$ cat src/rtl/rxfc_pkg.sv
package rxfc_pkg;
  // Number of bytes in one step of a size or threshold code.
  localparam int unsigned BYTES_PER_CODE = 256;
  // Number of bytes removed from the size when the threshold equals the size.
  localparam int unsigned FULL_MARGIN    = 64;

  // Counter width that can hold the largest FIFO size.
  function automatic int unsigned byte_cnt_width(input int unsigned max_code);
    return $clog2((max_code + 1) * BYTES_PER_CODE + 1);
  endfunction
endpackage

$ cat src/rtl/rxfc_occ_counter.sv
module rxfc_occ_counter #(
  parameter int unsigned W = 5
) (
  input  logic         clk,
  input  logic         rst,
  input  logic         inc,
  input  logic         dec,
  input  logic [W-1:0] max_val,
  output logic [W-1:0] cnt
);
  always_ff @(posedge clk) begin
    if (rst) begin
      cnt <= '0;
    end else begin
      unique case ({inc, dec})
        2'b10:   if (cnt < max_val) cnt <= cnt + W'(1);
        2'b01:   if (cnt != '0)     cnt <= cnt - W'(1);
        default: cnt <= cnt;
      endcase
    end
  end

  AST_INC_STEP: assert property (@(posedge clk) disable iff (rst)
    (inc && !dec && cnt < max_val) |=> cnt == $past(cnt) + W'(1));
  AST_DEC_STEP: assert property (@(posedge clk) disable iff (rst)
    (dec && !inc && cnt != '0) |=> cnt == $past(cnt) - W'(1));
  AST_PAIR_HOLD: assert property (@(posedge clk) disable iff (rst)
    (inc && dec) |=> $stable(cnt));
  AST_CEIL_HOLD: assert property (@(posedge clk) disable iff (rst)
    (inc && !dec && cnt == max_val) |=> $stable(cnt));
endmodule

$ cat src/rtl/rxfc_byte_limit.sv
module rxfc_byte_limit
  import rxfc_pkg::*;
#(
  parameter int unsigned CODE_W        = 8,
  parameter int unsigned MAX_SIZE_CODE = 7,
  parameter int unsigned CNT_W         = byte_cnt_width(MAX_SIZE_CODE)
) (
  input  logic [CODE_W-1:0] thr_code,
  input  logic [CODE_W-1:0] depth_code,
  output logic [CNT_W-1:0]  fifo_size,
  output logic [CNT_W-1:0]  limit
);
  localparam logic [CODE_W-1:0] MAX_CODE = CODE_W'(MAX_SIZE_CODE);
  localparam int unsigned       SHIFT    = $clog2(BYTES_PER_CODE);

  logic [CODE_W-1:0] depth_eff;
  logic [CODE_W-1:0] thr_eff;

  always_comb begin
    depth_eff = (depth_code > MAX_CODE) ? MAX_CODE : depth_code;
    thr_eff   = (thr_code > depth_eff) ? depth_eff : thr_code;
    fifo_size = (CNT_W'(depth_eff) + CNT_W'(1)) << SHIFT;
    if (thr_eff == depth_eff) begin
      limit = fifo_size - CNT_W'(FULL_MARGIN);
    end else begin
      limit = (CNT_W'(thr_eff) + CNT_W'(1)) << SHIFT;
    end
  end
endmodule

$ cat src/rtl/rxfc_alert.sv
module rxfc_alert
  import rxfc_pkg::*;
#(
  parameter int unsigned SIZE_CODE_W   = 8,
  parameter int unsigned FRM_CODE_W    = 5,
  parameter int unsigned MAX_SIZE_CODE = 7
) (
  input  logic                   clk,
  input  logic                   rst,
  input  logic                   byte_wr,
  input  logic                   byte_rd,
  input  logic                   frm_done,
  input  logic                   frm_drain,
  input  logic [FRM_CODE_W-1:0]  frm_thr,
  input  logic [SIZE_CODE_W-1:0] byte_thr,
  input  logic [SIZE_CODE_W-1:0] depth_code,
  output logic                   alert
);
  localparam int unsigned BCNT_W = byte_cnt_width(MAX_SIZE_CODE);

  logic [BCNT_W-1:0]     byte_cnt;
  logic [BCNT_W-1:0]     fifo_size;
  logic [BCNT_W-1:0]     byte_limit;
  logic [FRM_CODE_W-1:0] frm_cnt;
  logic                  frm_hit;
  logic                  byte_hit;

  rxfc_byte_limit #(
    .CODE_W       (SIZE_CODE_W),
    .MAX_SIZE_CODE(MAX_SIZE_CODE),
    .CNT_W        (BCNT_W)
  ) u_limit (
    .thr_code  (byte_thr),
    .depth_code(depth_code),
    .fifo_size (fifo_size),
    .limit     (byte_limit)
  );

  rxfc_occ_counter #(.W(BCNT_W)) u_bytes (
    .clk    (clk),
    .rst    (rst),
    .inc    (byte_wr),
    .dec    (byte_rd),
    .max_val(fifo_size),
    .cnt    (byte_cnt)
  );

  rxfc_occ_counter #(.W(FRM_CODE_W)) u_frames (
    .clk    (clk),
    .rst    (rst),
    .inc    (frm_done),
    .dec    (frm_drain),
    .max_val({FRM_CODE_W{1'b1}}),
    .cnt    (frm_cnt)
  );

  assign frm_hit  = (frm_cnt > frm_thr);
  assign byte_hit = (byte_cnt >= byte_limit);

  always_ff @(posedge clk) begin
    if (rst) alert <= 1'b0;
    else     alert <= frm_hit | byte_hit;
  end

  AST_FRAME_RAISE: assert property (@(posedge clk) disable iff (rst)
    (frm_cnt > frm_thr) |=> alert);
  AST_BYTE_RAISE: assert property (@(posedge clk) disable iff (rst)
    (byte_cnt >= byte_limit) |=> alert);
  AST_RELEASE_FRAMES: assert property (@(posedge clk) disable iff (rst)
    $fell(alert) |-> ($past(frm_cnt) <= $past(frm_thr)));
  AST_BYTE_CEIL: assert property (@(posedge clk) disable iff (rst)
    (byte_cnt == fifo_size && byte_wr && !byte_rd) |=> (byte_cnt == $past(byte_cnt)));
endmodule

$ cat config.mk
export PLATFORM = sky130hd
export DESIGN_NAME = rxfc_alert
export DESIGN_NICKNAME = d
export VERILOG_FILES = /design/src/rtl/rxfc_pkg.sv /design/src/rtl/rxfc_occ_counter.sv /design/src/rtl/rxfc_byte_limit.sv /design/src/rtl/rxfc_alert.sv
export SDC_FILE = /design/constraint.sdc
export NUM_CORES = 1
export LEC_CHECK = 0
export BUFFER_PORTS_ARGS = -buffer_cell sky130_fd_sc_hd__buf_2
export CORE_MARGIN = 2
export CORE_UTILIZATION = 53
export CTS_BUF_LIST = sky130_fd_sc_hd__clkbuf_16
export DETAILED_ROUTE_END_ITERATION = 12
export PLACE_DENSITY = 0.77
export SLEW_MARGIN = 20
export SYNTH_ARGS = -nofsm -noshare
export SYNTH_HDL_FRONTEND = slang
export SYNTH_SLANG_ARGS = --single-unit
$ cat constraint.sdc
create_clock -name clk -period 4.3 [get_ports clk]
set_input_delay 0.645 -clock clk [delete_from_list [all_inputs] [get_ports clk]]
set_output_delay 0.645 -clock clk [all_outputs]
set_load 0.1 [all_outputs]
==> impl_metrics.tcl <==
set metrics [dict create \
    wire_per_inst_um 12.8 \
    initial_core_util_pct 54.0 \
    seqPwrFrac_pct 31.5 \
    syn_inst 258 \
    seq_area_frac_synth_pct 16.9 \
    critical_path_class "in -> reg" \
    critPathArrivalTime_ps 4240 \
    fin_setup_tns_ps 0 \
    core_mm2 0.00394 \
    synth_edf_count 0 \
    drive_gt1_share_pct 18.4 \
    grt_max_degree 20 \
    status "finished, final reports clean" \
    antenna_found_initial 0 \
    cts_hold_buf 0 \
    hp-class "reg -> reg" \
    synth.avg_cell_area_um2 8.25 \
    cp-start-kind "input pin" \
    layout.nets 370 \
    antenna_cells 0 \
    rsz0062_at_grt "false" \
    met3WireLength_um 188 \
    gp_routability_congestion 0.849 \
    wl_um 4470 \
    dieArea_mm2 0.00454 \
    fmax_mhz 246 \
    ys_top_cells_by_area "ha_1 24%, dfxtp_1 17%, a21oi_1 4.9%" \
    p_leak_nw 1.25 \
    finClkSkew_ps 1.83 \
    post-route-period-util_pct 94.5 \
    synth_top_area_cell "ha_1" \
    p_int_w 0.000458 \
    place_ws_ps -196 \
    drt-initial-drc-count 58 \
    synth.top_cell.area_share_pct 24.1 \
    cts_tree "yes" \
    synth_seq_cells 18 \
    placed_cells 344 \
    synth_area_mm2 0.00213 \
    crit_path_max_fanout 5 \
    final.fill_count 366 \
    dpl.hpwl_um 3610 \
    endpoint_kind "flip-flop" \
    htreeDepth 1 \
    antenna_left 0 \
    cp_data_required_time_ps 4480 \
    clock_latency_ps 250 \
    ff_latch_area_um2 360 \
    grt_pass1_wl_um 7650 \
    setup_ws_ps 238 \
    multiInputGateArea_mm2 0.00170 \
    cp_slowest_cell "or4_4" \
    wl_met2_um 2140 \
    gr-total-overflow 0 \
    cp_top_family "simple AND/OR/NAND/NOR gates" \
    hold_viol 0 \
    p_comb_share_pct 42.5 \
    final_cell_mix "40 x ha_1, 27 x buf_2, 25 x inv_1" \
    pin_count 28 \
    port_buffers 27 \
    path_cells "buf_2 -> or4_4 -> buf_4 -> or3_2 -> ha_1 -> nand4_1 -> nor2_1 -> nor2_1 -> a21oi_2 -> mux2_4 -> ha_1 -> xnor2_1 -> mux2_4 -> ha_4 -> o2111ai_1 -> a21bo_2 -> a21oi_1" \
    m1WireLength_um 2030 \
    avgViaCountPerCell 5.60 \
    syn_to_final_growth_pct 17.9 \
    die_h_um 67.4 \
    ys.flop_type "dfxtp_1" \
    final_common_cell "ha_1" \
    cts_root_buf "clkbuf_16" \
    grt_pass1_vias 1862 \
    drv_slew 0 \
    layoutNonFillerInstCount 349 \
    synth_cell_types 54 \
    drc 0 \
    cts-buffers-inserted 3 \
    fin_util_pct 63.7 \
    timing.hold.ws_ps 536 \
    power_density_mw_per_mm2 284 \
    ir_drop_mv 0.210 \
    async_reset_ff_share_pct 0 \
    yosysWarnings 0 \
    via_count 1956 \
    slew_headroom_pct 38.7 \
    p_clk_share_pct 26.0 \
    routed.top_layer "met4" \
    clk_path_buf_depth 2 \
    power_switching_w 0.000255 \
    row_count 23 \
    critPathBufInv 2 \
    grtUsageTotal_pct 22.0 \
    period_needed_ps 4060 \
    slowest_delay_ps 520 \
    worst_pin_slew_ps 914 \
    first_pass_iters 4 \
    chipWidth_um 67.4 \
    clk_pin_slew_ps 50 \
    maxCapViolations 0 \
    swShare_pct 35.8 \
    setup_violations 0 \
    numClockSinks 18 \
]
-- cells in the mapped netlist, types with 3 or more instances --
cell type / instances
nand2b_1: 3
nand4_1: 3
clkbuf_1: 3
a31oi_1: 4
nor4_1: 3
xnor2_1: 10
o21a_1: 4
nor2_1: 24
dfxtp_1: 18
nand3_1: 4
inv_1: 25
nand2_1: 11
xor2_1: 3
a21o_1: 8
o21ai_0: 9
a21oi_1: 21
nor3_1: 5
ha_1: 41
a211oi_1: 5
nor2b_1: 7
mux2_2: 3
mux2i_1: 5
-- cell families (layout without fill, tap and decap cells) --
group / Yosys count / after routing / share of synthesized area (%)
and+or+nand+nor: 78 / 78 / 20.3
DFF: 18 / 18 / 16.9
AOI/OAI and AO/OA: 67 / 67 / 21.5
adders and majority gates: 43 / 43 / 26.0
buffers and inverters: 29 / 66 / 5.17
other: 1 / 5 / 0.176
xor gates and xnor gates: 13 / 13 / 5.35
muxes: 9 / 9 / 4.64
-- final timing paths --
kind | start | endpoint | slack [ps] | depth (start not counted)
min | u_bytes.cnt[8] | u_bytes.cnt[8] | 540 | 2
min reg2reg | u_bytes.cnt[8] | u_bytes.cnt[8] | 540 | 2
max reg2reg | u_bytes.cnt[1] | u_bytes.cnt[11] | 1640 | 7
max | depth_code[7] | alert | 240 | 17
-- per-layer routing --
layer	vias to the layer above	global-route usage (%)
met4	0	8.42
met2	46	39.7
met5	-	0
met3	10	3.67
met1	879	25.7
li1	1021	-
-- sequential cells by signal (all words and copies together) (netlist names) --
register      cells
u_bytes.cnt      12
u_frames.cnt      5
alert             1
-- worst min-delay path, stage by stage (launching register included) --
cell and delay (ps):
dfxtp_1 360, nand2_1 80, a21oi_1 50
-- layout make-up --
| class | count | share of cell area, % |
|---|---|---|
| timing repair buffer | 37 | 8.37 |
| multi-input combinational | 215 | 67.9 |
| clock buffer | 3 | 2.99 |
| clock inverter | 1 | 0.150 |
| inverter | 25 | 3.74 |
| tap | 50 | 2.49 |
| sequential | 18 | 14.4 |
-- repair_timing --
item	CTS	global route
resized for setup	0	6
endpoints found under the setup margin	0	1
setup buffers	0	1
-- power groups by stage --
| stage | combinational, W | sequential (W) | clock, W |
|---|---|---|---|
| 2_1_floorplan | 0.000217 | 0.000229 | 0 |
| 3_3_place_gp | 0.000283 | 0.000227 | 0 |
| 3_5_place_dp | 0.000296 | 0.000227 | 0 |
| 4_1_cts | 0.000298 | 0.000224 | 0.000190 |
| 5_1_grt | 0.000349 | 0.000229 | 0.000197 |
| 6_report | 0.000303 | 0.000225 | 0.000185 |
-- metrics by stage --
stage	total power [W]	instance area [um^2]
after CTS	0.000712	2470
after floorplan	0.000446	2150
final	0.000713	2510
after detailed placement	0.000523	2400
after global routing	0.000775	2510
after global placement	0.000510	2400
Power figures use the tool's default switching activity.
